[src/rtl/smbdac_pkg.sv]
// Package: shared types and helpers for the two-wire DAC code receiver.
// Assumes a 7-bit address whose upper five bits are fixed per device family.
package smbdac_pkg;

    localparam int BYTE_W = 8;
    localparam int ADDR_W = 7;

    typedef enum logic [2:0] {
        RX_IDLE = 3'd0,
        RX_ADDR = 3'd1,
        RX_CMD  = 3'd2,
        RX_DATA = 3'd3,
        RX_SKIP = 3'd4
    } rx_state_t;

    // Maps the strap pair to the two low address bits.
    function automatic logic [1:0] strap_to_addr_lo(input logic sel1, input logic sel0);
        strap_to_addr_lo = {sel1 ^ sel0, ~sel1};
    endfunction

endpackage

[src/rtl/smbdac_sync.sv]
// Bus line synchronizer and condition detector.
// Passes SCL and SDA through STAGES flops and keeps one extra sample of each
// to find SCL edges and START/STOP. Assumes SCL and SDA never toggle together.
module smbdac_sync #(
    parameter int STAGES = 2
) (
    input  logic clk,
    input  logic rst_n,
    input  logic scl_i,
    input  logic sda_i,
    output logic sda_s,
    output logic scl_rise,
    output logic scl_fall,
    output logic start_det,
    output logic stop_det
);

    logic [STAGES-1:0] scl_ff;
    logic [STAGES-1:0] sda_ff;
    logic              scl_q;
    logic              sda_q;
    logic              scl_now;

    // Synchronizer chains; idle bus lines read high.
    always_ff @(posedge clk) begin
        if (!rst_n) begin
            scl_ff <= '1;
            sda_ff <= '1;
        end else begin
            scl_ff <= {scl_ff[STAGES-2:0], scl_i};
            sda_ff <= {sda_ff[STAGES-2:0], sda_i};
        end
    end

    // One-cycle-old copies for edge detection.
    always_ff @(posedge clk) begin
        if (!rst_n) begin
            scl_q <= 1'b1;
            sda_q <= 1'b1;
        end else begin
            scl_q <= scl_ff[STAGES-1];
            sda_q <= sda_ff[STAGES-1];
        end
    end

    // Edge and bus-condition decode.
    always_comb begin
        scl_now   = scl_ff[STAGES-1];
        sda_s     = sda_ff[STAGES-1];
        scl_rise  = scl_now & ~scl_q;
        scl_fall  = ~scl_now & scl_q;
        start_det = scl_now & scl_q & sda_q & ~sda_s;
        stop_det  = scl_now & scl_q & ~sda_q & sda_s;
    end

endmodule

[src/rtl/smbdac_rx.sv]
// Receive sequencer for the Write Byte transaction.
// Shifts in bits on rising SCL, drives acknowledges between falling SCL
// edges, and pulses hold_load / commit when the command or data byte's
// acknowledge ends. Assumes clean edge strobes from smbdac_sync.
module smbdac_rx
    import smbdac_pkg::*;
(
    input  logic              clk,
    input  logic              rst_n,
    input  logic              sda_s,
    input  logic              scl_rise,
    input  logic              scl_fall,
    input  logic              start_det,
    input  logic              stop_det,
    input  logic [ADDR_W-1:0] dev_addr,
    output logic              sda_oe,
    output logic [BYTE_W-1:0] rx_byte,
    output logic              hold_load,
    output logic              commit
);

    localparam int CNT_W = $clog2(BYTE_W + 1);
    localparam logic [CNT_W-1:0] CNT_FULL = CNT_W'(BYTE_W);

    rx_state_t         state;
    logic [CNT_W-1:0]  bit_cnt;
    logic [BYTE_W-1:0] shreg;
    logic              acking;
    logic              receiving;
    logic              addr_ok;

    // Decode whether a byte is being received and whether the address matches.
    always_comb begin
        receiving = (state == RX_ADDR) || (state == RX_CMD) || (state == RX_DATA);
        addr_ok   = (shreg == {dev_addr, 1'b0});
        rx_byte   = shreg;
    end

    // Main sequencer: bit capture, acknowledge window and byte hand-off.
    always_ff @(posedge clk) begin
        if (!rst_n) begin
            state     <= RX_IDLE;
            bit_cnt   <= '0;
            shreg     <= '0;
            acking    <= 1'b0;
            sda_oe    <= 1'b0;
            hold_load <= 1'b0;
            commit    <= 1'b0;
        end else begin
            hold_load <= 1'b0;
            commit    <= 1'b0;
            if (start_det) begin
                state   <= RX_ADDR;
                bit_cnt <= '0;
                acking  <= 1'b0;
                sda_oe  <= 1'b0;
            end else if (stop_det) begin
                state   <= RX_IDLE;
                bit_cnt <= '0;
                acking  <= 1'b0;
                sda_oe  <= 1'b0;
            end else if (receiving) begin
                if (scl_rise && !acking && (bit_cnt != CNT_FULL)) begin
                    shreg   <= {shreg[BYTE_W-2:0], sda_s};
                    bit_cnt <= bit_cnt + 1'b1;
                end else if (scl_fall && acking) begin
                    acking  <= 1'b0;
                    sda_oe  <= 1'b0;
                    bit_cnt <= '0;
                    unique case (state)
                        RX_ADDR: state <= RX_CMD;
                        RX_CMD: begin
                            state     <= RX_DATA;
                            hold_load <= 1'b1;
                        end
                        RX_DATA: begin
                            state  <= RX_SKIP;
                            commit <= 1'b1;
                        end
                        default: state <= RX_SKIP;
                    endcase
                end else if (scl_fall && (bit_cnt == CNT_FULL)) begin
                    if ((state == RX_ADDR) && !addr_ok) begin
                        state <= RX_SKIP;
                    end else begin
                        acking <= 1'b1;
                        sda_oe <= 1'b1;
                    end
                end
            end
        end
    end

endmodule

[src/rtl/smbdac_regs.sv]
// Two-stage code staging: a holding latch for the command byte's control
// bits and the committed code / power-down latch. Assumes hold_load and
// commit are single-cycle strobes and rx_byte is stable while they are high.
module smbdac_regs #(
    parameter int CODE_W = 10,
    parameter int BYTE_W = 8
) (
    input  logic              clk,
    input  logic              rst_n,
    input  logic              mid_default,
    input  logic              hold_load,
    input  logic              commit,
    input  logic [BYTE_W-1:0] rx_byte,
    input  logic              pwr_down_n,
    output logic [CODE_W-1:0] code,
    output logic              shut_lat,
    output logic              shutdown
);

    localparam int MSB_W = CODE_W - BYTE_W;
    localparam logic [CODE_W-1:0] MID_CODE = CODE_W'(1) << (CODE_W - 1);

    logic [MSB_W-1:0] hold_msb;
    logic             hold_sd;

    // Holding latch loaded at the end of the command byte's acknowledge.
    always_ff @(posedge clk) begin
        if (!rst_n) begin
            hold_msb <= '0;
            hold_sd  <= 1'b0;
        end else if (hold_load) begin
            hold_msb <= rx_byte[MSB_W-1:0];
            hold_sd  <= rx_byte[BYTE_W-1];
        end
    end

    // Committed code and power-down latch, loaded together.
    always_ff @(posedge clk) begin
        if (!rst_n) begin
            code     <= mid_default ? MID_CODE : '0;
            shut_lat <= 1'b0;
        end else if (commit) begin
            code     <= {hold_msb, rx_byte};
            shut_lat <= hold_sd;
        end
    end

    // Power-down output: pin or latched request.
    always_comb begin
        shutdown = ~pwr_down_n | shut_lat;
    end

endmodule

[src/rtl/smb_dac_slave.sv]
// Top: receive-only two-wire slave driving a 10-bit DAC code.
// Assumes straps are static while out of reset and SCL is slow compared
// with clk (several clocks per SCL phase).
module smb_dac_slave
    import smbdac_pkg::*;
#(
    parameter int            CODE_W      = 10,
    parameter int            SYNC_STAGES = 2,
    parameter logic [4:0]    ADDR_HI     = 5'b01011
) (
    input  logic              clk,
    input  logic              rst_n,
    input  logic              scl_i,
    input  logic              sda_i,
    output logic              sda_oe,
    input  logic              addr_sel1,
    input  logic              addr_sel0,
    input  logic              pwr_down_n,
    output logic [CODE_W-1:0] dac_code,
    output logic              dac_shutdown
);

    logic              sda_s;
    logic              scl_rise;
    logic              scl_fall;
    logic              start_det;
    logic              stop_det;
    logic [ADDR_W-1:0] dev_addr;
    logic              mid_default;
    logic [BYTE_W-1:0] rx_byte;
    logic              hold_load;
    logic              commit;
    logic              shut_lat;

    // Strap decode: address and reset default.
    always_comb begin
        dev_addr    = {ADDR_HI, strap_to_addr_lo(addr_sel1, addr_sel0)};
        mid_default = addr_sel1 & addr_sel0;
    end

    smbdac_sync #(
        .STAGES (SYNC_STAGES)
    ) u_sync (
        .clk       (clk),
        .rst_n     (rst_n),
        .scl_i     (scl_i),
        .sda_i     (sda_i),
        .sda_s     (sda_s),
        .scl_rise  (scl_rise),
        .scl_fall  (scl_fall),
        .start_det (start_det),
        .stop_det  (stop_det)
    );

    smbdac_rx u_rx (
        .clk       (clk),
        .rst_n     (rst_n),
        .sda_s     (sda_s),
        .scl_rise  (scl_rise),
        .scl_fall  (scl_fall),
        .start_det (start_det),
        .stop_det  (stop_det),
        .dev_addr  (dev_addr),
        .sda_oe    (sda_oe),
        .rx_byte   (rx_byte),
        .hold_load (hold_load),
        .commit    (commit)
    );

    smbdac_regs #(
        .CODE_W (CODE_W),
        .BYTE_W (BYTE_W)
    ) u_regs (
        .clk         (clk),
        .rst_n       (rst_n),
        .mid_default (mid_default),
        .hold_load   (hold_load),
        .commit      (commit),
        .rx_byte     (rx_byte),
        .pwr_down_n  (pwr_down_n),
        .code        (dac_code),
        .shut_lat    (shut_lat),
        .shutdown    (dac_shutdown)
    );

endmodule

[config.mk]
export PLATFORM = sky130hd
export DESIGN_NAME = smb_dac_slave
export DESIGN_NICKNAME = d
export VERILOG_FILES = /design/src/rtl/smbdac_pkg.sv /design/src/rtl/smbdac_sync.sv /design/src/rtl/smbdac_rx.sv /design/src/rtl/smbdac_regs.sv /design/src/rtl/smb_dac_slave.sv
export SDC_FILE = /design/constraint.sdc
export NUM_CORES = 1
export LEC_CHECK = 0
export BUFFER_PORTS_ARGS = -buffer_cell sky130_fd_sc_hd__buf_2
export CAP_MARGIN = 20
export CORE_ASPECT_RATIO = 0.5
export CORE_UTILIZATION = 35
export CTS_BUF_LIST = sky130_fd_sc_hd__clkbuf_4
export CTS_CLUSTER_SIZE = 12
export DETAILED_ROUTE_END_ITERATION = 7
export PLACE_DENSITY_LB_ADDON = 0.25
export RECOVER_POWER = 50
export SYNTH_ARGS = -nofsm -noshare
export SYNTH_HDL_FRONTEND = slang
export SYNTH_HIERARCHICAL = 1
export SYNTH_SLANG_ARGS = --single-unit
[constraint.sdc]
create_clock -name clk -period 4.3 [get_ports clk]
set_input_delay 0.86 -clock clk [delete_from_list [all_inputs] [get_ports clk]]
set_output_delay 0.86 -clock clk [all_outputs]
set_load 0.01 [all_outputs]
== Yosys cells after proc, flatten, opt, wreduce, memory -nomap -nowiden ==
Cells that the tools add are included.
Word-level totals
  register bits: 38
  latch bits: 0
  bits in writable memories: 0
  bits in read-only memories: 0
  input port bits: 7
  output and inout port bits: 12
  logic and storage cells: 87
  memories kept: 0
Operators by class
  $add $sub $neg: 1
  $mul: 0
  div/mod/pow operators: 0
  magnitude comparators: 0
  equal/unequal tests: 9
  shift-type cells: 0
  multiplexer cells: 18
  bitwise gates (word level): 22
  reductions and logical operators: 22
Operators with widths (number)
  10-bit two-way mux: 3
  4-bit AND reduction: 4
  1-bit inverter: 12
  1-bit two-way mux: 9
  3-bit two-way mux: 3
  1-bit bitwise AND: 8
  8-bit by 7-bit == test with 1-bit output: 1
  4-bit two-way mux: 2
  4-bit nonzero test: 2
  3-bit by 2-bit == test with 1-bit output, second input constant: 2
  3-bit one-hot mux with 2 select lines: 1
  2-bit nonzero test: 3
  6-bit OR reduction: 1
  1-bit logical AND: 5
  4-bit by 1-bit adder with 4-bit output, second input constant: 1
  4-bit == test, second input constant: 1
  2-bit by 1-bit inequality test with 1-bit output, second input constant: 2
  4-bit inequality test, second input constant: 1
  3-bit by 1-bit == test with 1-bit output, second input constant: 1
  3-bit inequality test, second input constant: 1
  3-bit nonzero test: 1
  3-bit OR reduction: 1
  1-bit logical NOT: 2
  1-bit logical OR: 2
  other kinds (3): 3

== Logic depth before layout (Yosys ltp) ==
Gate-level depths: netlist of run 1.
  depth in word-level cells: 11
  mapped depth: 7
  depth with buffers taken out: 6

== Cells and area by module ==
The synthesis of run 1 kept the hierarchy.
Modules (own cells, without submodules)
  smbdac_rx: instances 1, cells an instance 104, area an instance 910.9 sq um, seq. area each 360.3 sq um
  smbdac_regs: instances 1, cells an instance 35, area an instance 536.8 sq um, seq. area each 380.4 sq um
  smbdac_sync: instances 1, cells an instance 16, area an instance 190.2 sq um, seq. area each 120.1 sq um
  smb_dac_slave: instances 1, cells an instance 4, area an instance 23.8 sq um, seq. area each 0.0 sq um

== Worst setup path before layout of run 1 ==
Ideal clock, no wire load.
  path kind: flip-flop to flip-flop
  from: register u_rx.bit_cnt[0]
  to: register u_rx.shreg[0], in the netlist u_rx/rx_byte[0]
  setup time: 0.119 ns
  arrival: 1.873 ns
  data required time: 4.181 ns
  path slack: 2.308 ns
  stages on the path, launching flop included: 8
  path buffers: 1
  period minus slack after synthesis: 1.992 ns
  cell sequence: dfxtp_1 -> inv_1 -> ha_1 -> and3b_1 -> or4_4 -> or3_1 -> buf_6 -> mux2i_1
Between the ends
  cells in the longest elaborated chain, start to end: 3
Ends and longest elaborated chain
  from (decl): RTL line smbdac_rx.sv:26  | logic [CNT_W-1:0] bit_cnt;
  from (signal assigned): RTL line smbdac_rx.sv:65  | bit_cnt <= bit_cnt + 1'b1;
  4-bit inequality test: RTL line smbdac_rx.sv:63  | if (scl_rise && !acking && (bit_cnt != CNT_FULL)) begin
  1-bit logical AND: RTL line smbdac_rx.sv:63
  4-bit AND reduction (no line)
  to (signal assigned): RTL line smbdac_rx.sv:64  | shreg <= {shreg[BYTE_W-2:0], sda_s};
  to (decl): RTL line smbdac_rx.sv:27  | logic [BYTE_W-1:0] shreg;
No other way between the ends.
A chain may end at the register's enable or synchronous reset.

== Final worst setup path of run 1 ==
  from: input rst_n
  to: register u_rx.bit_cnt[2]
Between the ends
  cells in the longest elaborated chain, start to end: 2
Ends and longest elaborated chain
  from (decl): RTL line smb_dac_slave.sv:12  | input logic rst_n,
  1-bit inverter (no line)
  3-bit OR reduction (no line)
No other way between the ends.

==> impl.org, run 1 <==
** Run status
- Result of the run :: finished clean

** Pwr
- Of the total power, the clock network draws 0.308.
- Worst ir drop on vdd :: 99.67 µV
- Power Dens Cells :: 317.6 nW/µm²
- The completed layout was analyzed and its total power is 589.4 µW.
- Of the total power, combinational logic draws 0.055.
- Internal Dissipation :: 453.4 µW
- Net switching power figure :: 136.0 µW
- Net Sw Frac :: 0.2307
- The share of total power dissipated in sequential elements is 0.637.
- Static leakage power :: 0.7592 nW

** Clock network
- Sink count of the clock tree :: 38
- The number of hold buffers added after CTS was 0.
- No sink is reached through more buffers than the 2 on the longest clock path.
- Post-cts repair resize count :: 0
- At the later pin of the worst-skew pair, clock insertion delay measures 0.34 ns.
- Clock tree from TritonCTS :: done
- The number of setup buffers added after CTS is 0.
- The number of clock buffers added by TritonCTS is 5.
- In this run the number of H-tree levels came out at 2.
- The tree is rooted in a clkbuf_4.
- Clock-pin slew was measured on the worst setup and hold paths at 0.11 ns.

** Detailed routing
- After detailed routing, the number of remaining DRC violations is 0.
- Wire segments on met3 add up to 127 µm in the final route.
- In the final routed layout, each cell accounts on average for 11.22 µm.
- Antenna Violating Nets Remaining :: 0
- Average vias per placed instance :: 4.611
- The pre-antenna-repair detailed-routing pass consisted of 4 iterations.
- After detailed routing, the met2 layer carries 1228 µm of wire.
- Total length of routed wires :: 2771 µm
- Vias :: 1,139
- Top Layer Used :: met4
- The detailed router finished its first iteration with 38 violations.
- Metal-1 WL :: 1394 µm

** Final layout
- For this run, the post-layout net count is 190.
- Final-layout fill cell count :: 458
- Commonest non-fill, non-tap cells in the layout :: dfxtp_1, buf_2, nand2_1
- Area growth, synth to finish :: 11.67%
- 0 antenna diodes ended up in the layout.
- Leading cell type in the layout, fill and taps excluded :: dfxtp_1
- Share of layout cells above drive strength 1 :: 0.1602

** Worst setup path
- Kind of critical path :: input pin to register
- In this run the critical register-to-register path is captured at u_rx/rx_byte[0].
- Setup slack on the worst reg-to-reg path comes out at 2.02 ns.
- Depth of the worst register-to-register path :: 6
- The worst register-to-register path begins at u_rx/bit_cnt[0].
- STA classifies the critical path endpoint as a register.
- Of all nets on the critical path, the largest fanout is 32.
- Startpoint type of the worst setup path :: input pin
- STA puts the critical path data arrival time at 2.74 ns.
- At the worst endpoint, the required time is 4.59 ns.

** Floorplan
- From left edge to right edge, the die measures 99.44 µm.
- Floorplan row count :: 17
- For this configuration, the core starts out at a cell density of 0.3702.
- CORE AREA :: 4488 µm²
- Y dimension of the die :: 50.72 µm
- For this design the top-level I/O count stands at 19.
- Overall die area :: 5044 µm²

** STA
- Sum of negative setup slack :: 0 ns
- The clock period could shrink to 2.451 ns.
- The max-slew violation count was 0.
- The final count of hold timing violations is 0.
- Final period utilization :: 0.5699
- Measured against its own limit, the worst slew margin works out to 0.2493.
- Final setup violation count :: 0
- At the pin with the least slew margin, the transition time is 1.126 ns.
- Top achievable clock speed :: 408.1 MHz
- Setup repair after global routing left no endpoint under its margin.
- Final setup skew :: 0.008784 ns

** Min path
- Hold Crit Endpoint :: u_sync/scl_ff[1]
- The worst hold path belongs to the class register to register.
- Along the worst hold path, the cell count comes to 1.
- Start point of the worst min-delay path :: u_sync/scl_ff[0]

** Logic synthesis
- Each instance of the synthesized netlist takes up on average 10.45 µm².
- The synthesized netlist occupies a cell area of 1662 µm².
- Of the synthesized area, sequential elements account for 0.5181.
- Cells after synthesis :: 159
- For this run, the number of Yosys warnings is 6.
- Of all flip-flops after synthesis, the portion carrying an async set or reset was 0.
- Register bit count reported by yosys :: 38
- Number of flops mapped to enable cells by yosys :: 10
- Commonest register cell after synthesis :: dfxtp_1
- Yosys mapped the design onto 37 distinct sky130hd cell types.

** Global routing
- Via count of the first global-routing pass :: 1,076
- The first global-routing pass estimated 4843 µm of wire.
- The number of antenna violations at the first check in global routing was 0.
- Maximum number of pins on one net before global-route repair :: 33
- Total gr overflow :: 0
- For this run, the total global-route usage over all layers was measured as 0.1261.

** Job
- The tool flagged a number of max-cap violations equal to 0.

** Place
- Gpl congestion :: 0.7525
- Count of buffers from port buffering :: 18
- Placed wire-length estimate after detailed placement :: 1937 µm
## logic make-up after synthesis
kind of cell | share of synthesized area
and+or+nand+nor | 0.2349
DFF | 0.5181
AOI/OAI and AO/OA | 0.06175
muxes | 0.07907
buffers and inverters | 0.03689
xor gates and xnor gates | 0.04217
adders and majority gates | 0.02259
other | 0.004520
## cell type report
class / instances / area, µm² / area share
clock buffers: 6 / 45.04 / 0.02428
clock inverters: 2 / 8.758 / 0.004720
inverters: 5 / 18.77 / 0.01011
multi-input cells: 112 / 750.7 / 0.4046
flip-flops and latches: 38 / 860.8 / 0.4639
well taps: 66 / 82.58 / 0.04450
repair buffers: 18 / 88.84 / 0.04788
## critical path, cell delays in order
cell	delay (ns)
clkbuf_1	0.81
or3b_2	0.61
a21oi_1	0.23
nand4b_1	0.13
nand2_1	0.09
## power by group through the flow
stage          Clock [mW]  Combinational, mW  Sequential [mW]
2_1_floorplan           0             0.0201            0.385
3_3_place_gp            0             0.0324            0.383
3_5_place_dp            0             0.0328            0.383
4_1_cts             0.189             0.0330            0.375
5_1_grt             0.208             0.0372            0.376
6_report            0.182             0.0325            0.375
## synthesized netlist by cell type, drive strengths merged (4+ instances only)
cell type / count / area share
a21oi: 6 / 0.018
and2: 9 / 0.034
clkbuf: 4 / 0.0090
dfxtp: 28 / 0.34
edfxtp: 10 / 0.18
inv: 5 / 0.011
mux2i: 12 / 0.072
nand2: 16 / 0.036
nand2b: 11 / 0.041
nor2: 4 / 0.0090
nor2b: 6 / 0.023
xor2: 8 / 0.042
## how the worst max path moves through the flow
stage,from,endpoint,slack (ns),depth (start not counted)
after floorplan,u_rx/bit_cnt[0],u_rx/rx_byte[0],2.31,7
after global routing,rst_n,u_rx/bit_cnt[2],1.74,5
after global placement,rst_n,u_rx/bit_cnt[2],1.98,5
after CTS,u_rx/bit_cnt[0],u_rx/rx_byte[4],2.02,6
after detailed placement,rst_n,u_rx/bit_cnt[2],1.94,5
final,rst_n,u_rx/bit_cnt[2],1.85,5
## state kept, by name, indices dropped and copies added, names as in the netlist, 2 cells and up
register / flops
u_rx/state: 3
u_rx/bit_cnt: 4
u_regs/hold_msb: 2
u_sync/sda_ff: 2
u_regs/code: 10
u_rx/rx_byte: 8
u_sync/scl_ff: 2
## layer usage
metal,GRT usage,up-vias
met5,0,-
met1,0.1531,533
met4,0.06618,0
met3,0.04039,3
li1,-,583
met2,0.2025,20
## through the flow
| step | instance area, µm² | utilization | hold WS (ns) | setup WS, ns | cells |
|---|---|---|---|---|---|
| global placement | 1803 | 0.4017 | 0.3916 | 1.983 | 239 |
| global route | 1856 | 0.4134 | 0.4322 | 1.735 | 247 |
| CTS | 1857 | 0.4137 | 0.4203 | 2.025 | 247 |
| detailed placement | 1803 | 0.4017 | 0.4011 | 1.945 | 239 |
| floorplan | 1673 | - | 0.3863 | 2.308 | 162 |
| finish | 1856 | 0.4134 | 0.4190 | 1.849 | 247 |
(Power assumes the default switching activity.)
==> inputs of run 2 (changes only) <==
==> constraint.sdc (replaced) <==
create_clock -name clk -period 2.5 [get_ports clk]
set_input_delay 0.5 -clock clk [delete_from_list [all_inputs] [get_ports clk]]
set_output_delay 0.5 -clock clk [all_outputs]
set_load 0.01 [all_outputs]
==> impl.org, run 2 (same netlist as run 1, synthesis figures left out) <==
** Worst setup path
- The largest fanout on the critical path was 8 (-75%).
- Kind of critical path :: register to register
- Worst r2r dst :: u_rx/rx_byte[5]
- The cell depth of the worst flop-to-flop path is 6 (unchanged).
- Following the worst setup path forward leads to its endpoint at u_rx/rx_byte[5].
- The required time at the endpoint of the critical path was 2.72 ns (-1.87 ns).
- Startpoint type of the worst setup path :: register
- The setup slack on the worst flop-to-flop path was 0.26 ns (-1.76 ns).
- Tracing the worst setup path back leads to its startpoint at u_rx/bit_cnt[0].
- Crit path DAT :: 2.46 ns (-0.28 ns)
- The worst setup path is captured at a register.
- Worst reg2reg startpoint :: u_rx/bit_cnt[0]

** Min path
- The path class of the tightest hold or removal check is input pin to register.

** Final layout
- The number of standard cells in the final layout excluding fillers came to 248 (+0.40%).
- Leaving out fill and tap cells, the most frequent cells in the layout are dfxtp_1, buf_2, nand2_1.
- Biggest register :: u_regs/code
- Core utilization of the finished layout :: 0.4146 (+0.001116)
- The cell area after layout was 1861 µm² (+0.27%).
- The flip-flop count of the largest register after layout came to 10 (unchanged).
- The share of cells above drive strength 1 is 0.1648 (+0.004614).
- Relative to the synthesized area, the layout overhead comes to 11.97%.
- Leading cell type in the layout, fill and taps excluded :: dfxtp_1
- The final-stage net count is 191 (+0.53%).
- The count of antenna diodes in the layout was 0 (unchanged).

** Floorplan
- Floorplan row count :: 17 (unchanged)
- The core area is 4488 µm² (unchanged).
- Number of I/O pins :: 19 (unchanged)
- Die extent in x :: 99.44 µm (unchanged)
- The area of the die was 5044 µm² (unchanged).
- Y dimension of the die :: 50.72 µm (unchanged)
- Effective utilization at floorplan :: 0.3702 (unchanged)

** STA
- After layout, the minimum clock period comes to 2.238 ns.
- Top achievable clock speed :: 446.9 MHz
- Final setup violation count :: 0 (unchanged)
- Unrepaired setup endpoints after global routing :: no
- Worst setup margin :: 0.2623 ns (-1.587 ns)
- The final count of hold timing violations is 0 (unchanged).
- Number of slew-limit violations in the final report :: 0 (unchanged)
- The clock tree skew after final layout is 0.009486 ns (+0.0007022 ns).
- The worst hold margin is 0.3313 ns (-0.08776 ns).
- Slew at the pin closest to its max-slew limit :: 1.141 ns (+0.01521 ns)
- Tightest slew margin relative to the limit :: 0.2392 (-0.01014)
- Final period utilization :: 0.8951
- Sum of negative setup slack :: 0 ns (unchanged)

** Global routing
- The global-route wire length before repair came to 4712 µm (-2.7%).
- Via count of the first global-routing pass :: 1,040 (-3.3%)
- The total grt overflow was 0 (unchanged).
- Combined global-route utilization of all metal layers :: 0.1224 (-0.003655)
- Maximum number of pins on one net before global-route repair :: 32 (-3.0%)
- The number of antenna violations at the first check in global routing is 0 (unchanged).

** Pwr
- Net switching power figure :: 246.8 µW (+82%)
- The overall power of the completed layout was 1.015 mW (+72%).
- The power density relative to cell area is 545.5 nW/µm² (+72%).
- The clock share of power was 0.308 (about the same).
- Net Sw Frac :: 0.2431 (+0.01247)
- The cell leakage power came to 0.7596 nW (about the same).
- Worst ir drop on vdd :: 193.1 µV (+94%)
- The combinational fraction of design power was 0.056 (about the same).
- Internal Dissipation :: 768.2 µW (+69%)
- The share of power burned in registers came to 0.636 (about the same).

** Detailed routing
- Total length of routed wires :: 2735 µm (-1.3%)
- The detailed-router iteration count before antenna repair was 4 (unchanged).
- Drc violations :: 0 (unchanged)
- Top Layer Used :: met4
- The overall via count from detail_route is 1,120 (-1.7%).
- Routed length on met2 :: 1194 µm (-2.8%)
- The count of nets left with antenna violations after detail routing came to 0 (unchanged).
- Violation count after the first detailed-route iteration :: 69 (+82%)
- The post-detailed-route via-to-cell ratio was 4.516 (-2.1%).
- Metal-1 WL :: 1402 µm (+0.57%)
- Routed wire length on met3 :: 104 µm (-18%)
- Detailed-route wire length per cell :: 11.03 µm (-1.7%)

** Clock network
- The buffers inserted during post-CTS setup optimization is 0 (unchanged).
- The number of buffers inserted by hold repair at cts is 0 (unchanged).
- Clock tree from TritonCTS :: done
- Sink count of the clock tree :: 38 (unchanged)
- Buffer levels on the longest clock path :: 2 (unchanged)
- Post-cts repair resize count :: 0 (unchanged)
- The tree is rooted in a clkbuf_4.
- Maximum level of the CTS H-tree :: 2 (unchanged)
- The CTS clock-pin slew for the worst setup and hold paths was 0.11 ns (about the same).
- Number of CTS-inserted buffers :: 5 (unchanged)
- Clock latency on the worst-skew pair :: 0.35 ns (about the same)

** Place
- The final RePlAce weighted congestion came to 0.8343 (+11%).
- Number of cells after detailed placement :: 240 (+0.42%)
- Dpl cell area :: 1810 µm² (+0.42%)
- Worst slack, placed :: 0.2798 ns (-1.665 ns)
- The HPWL after detailed placement came to 1992 µm (+2.8%).
- Count of buffers from port buffering :: 18 (unchanged)

** Job
- Maximum capacitance violations :: 0 (unchanged)

** Run status
- The flow ran to the end, and the final reports show no timing, DRC or antenna violations.
[run 2: changes by cell type in the layout (fill, tap and decap cells not counted)]
| cell | delta |
|---|---|
| buf_2 | +1 |
| clkbuf_4 | -1 |
| clkinvlp_4 | +1 |
[run 2: critical path, stage by stage, from the launching register on]
cell     delay [ns]
dfxtp_1        0.39
inv_1          0.08
ha_1           0.19
and3b_1        0.19
or4_4          0.55
or3_1          0.53
mux2i_1        0.19
[run 2: cell type report]
cell class | instances | area, µm²
Inverter | 5 | 18.77
Clock inverter | 3 | 16.27
Timing Repair Buffer | 19 | 93.84
Multi-Input combinational cell | 112 | 750.7
Sequential cell | 38 | 860.8
Clock buffer | 5 | 37.54
Tap cell | 66 | 82.58
Fill cell | 436 | 2628
[run 2: worst min-delay path by stage]
stage / to / start / depth (start not counted)
floorplan: u_sync/scl_ff[1] / u_sync/scl_ff[0] / 1
global placement: u_sync/sda_ff[1] / u_sync/sda_ff[0] / 1
detailed placement: u_sync/sda_ff[1] / u_sync/sda_ff[0] / 1
CTS: u_sync/scl_ff[0] / scl_i / 2
global route: u_sync/scl_ff[0] / scl_i / 2
finish: u_sync/scl_ff[0] / scl_i / 2
[run 2: per-layer routing]
layer  track usage  vias up
met5             0        -
met4       0.05147        0
met3       0.03482        4
met2        0.1956       20
met1        0.1564      505
li1              -      591
[run 2: power by group through the flow]
stage	sequential [mW]	clock [mW]	combinational [mW]
floorplan	0.662	0	0.0346
global placement	0.659	0	0.0580
detailed placement	0.659	0	0.0582
CTS	0.645	0.326	0.0585
global route	0.647	0.357	0.0646
finish	0.645	0.313	0.0569
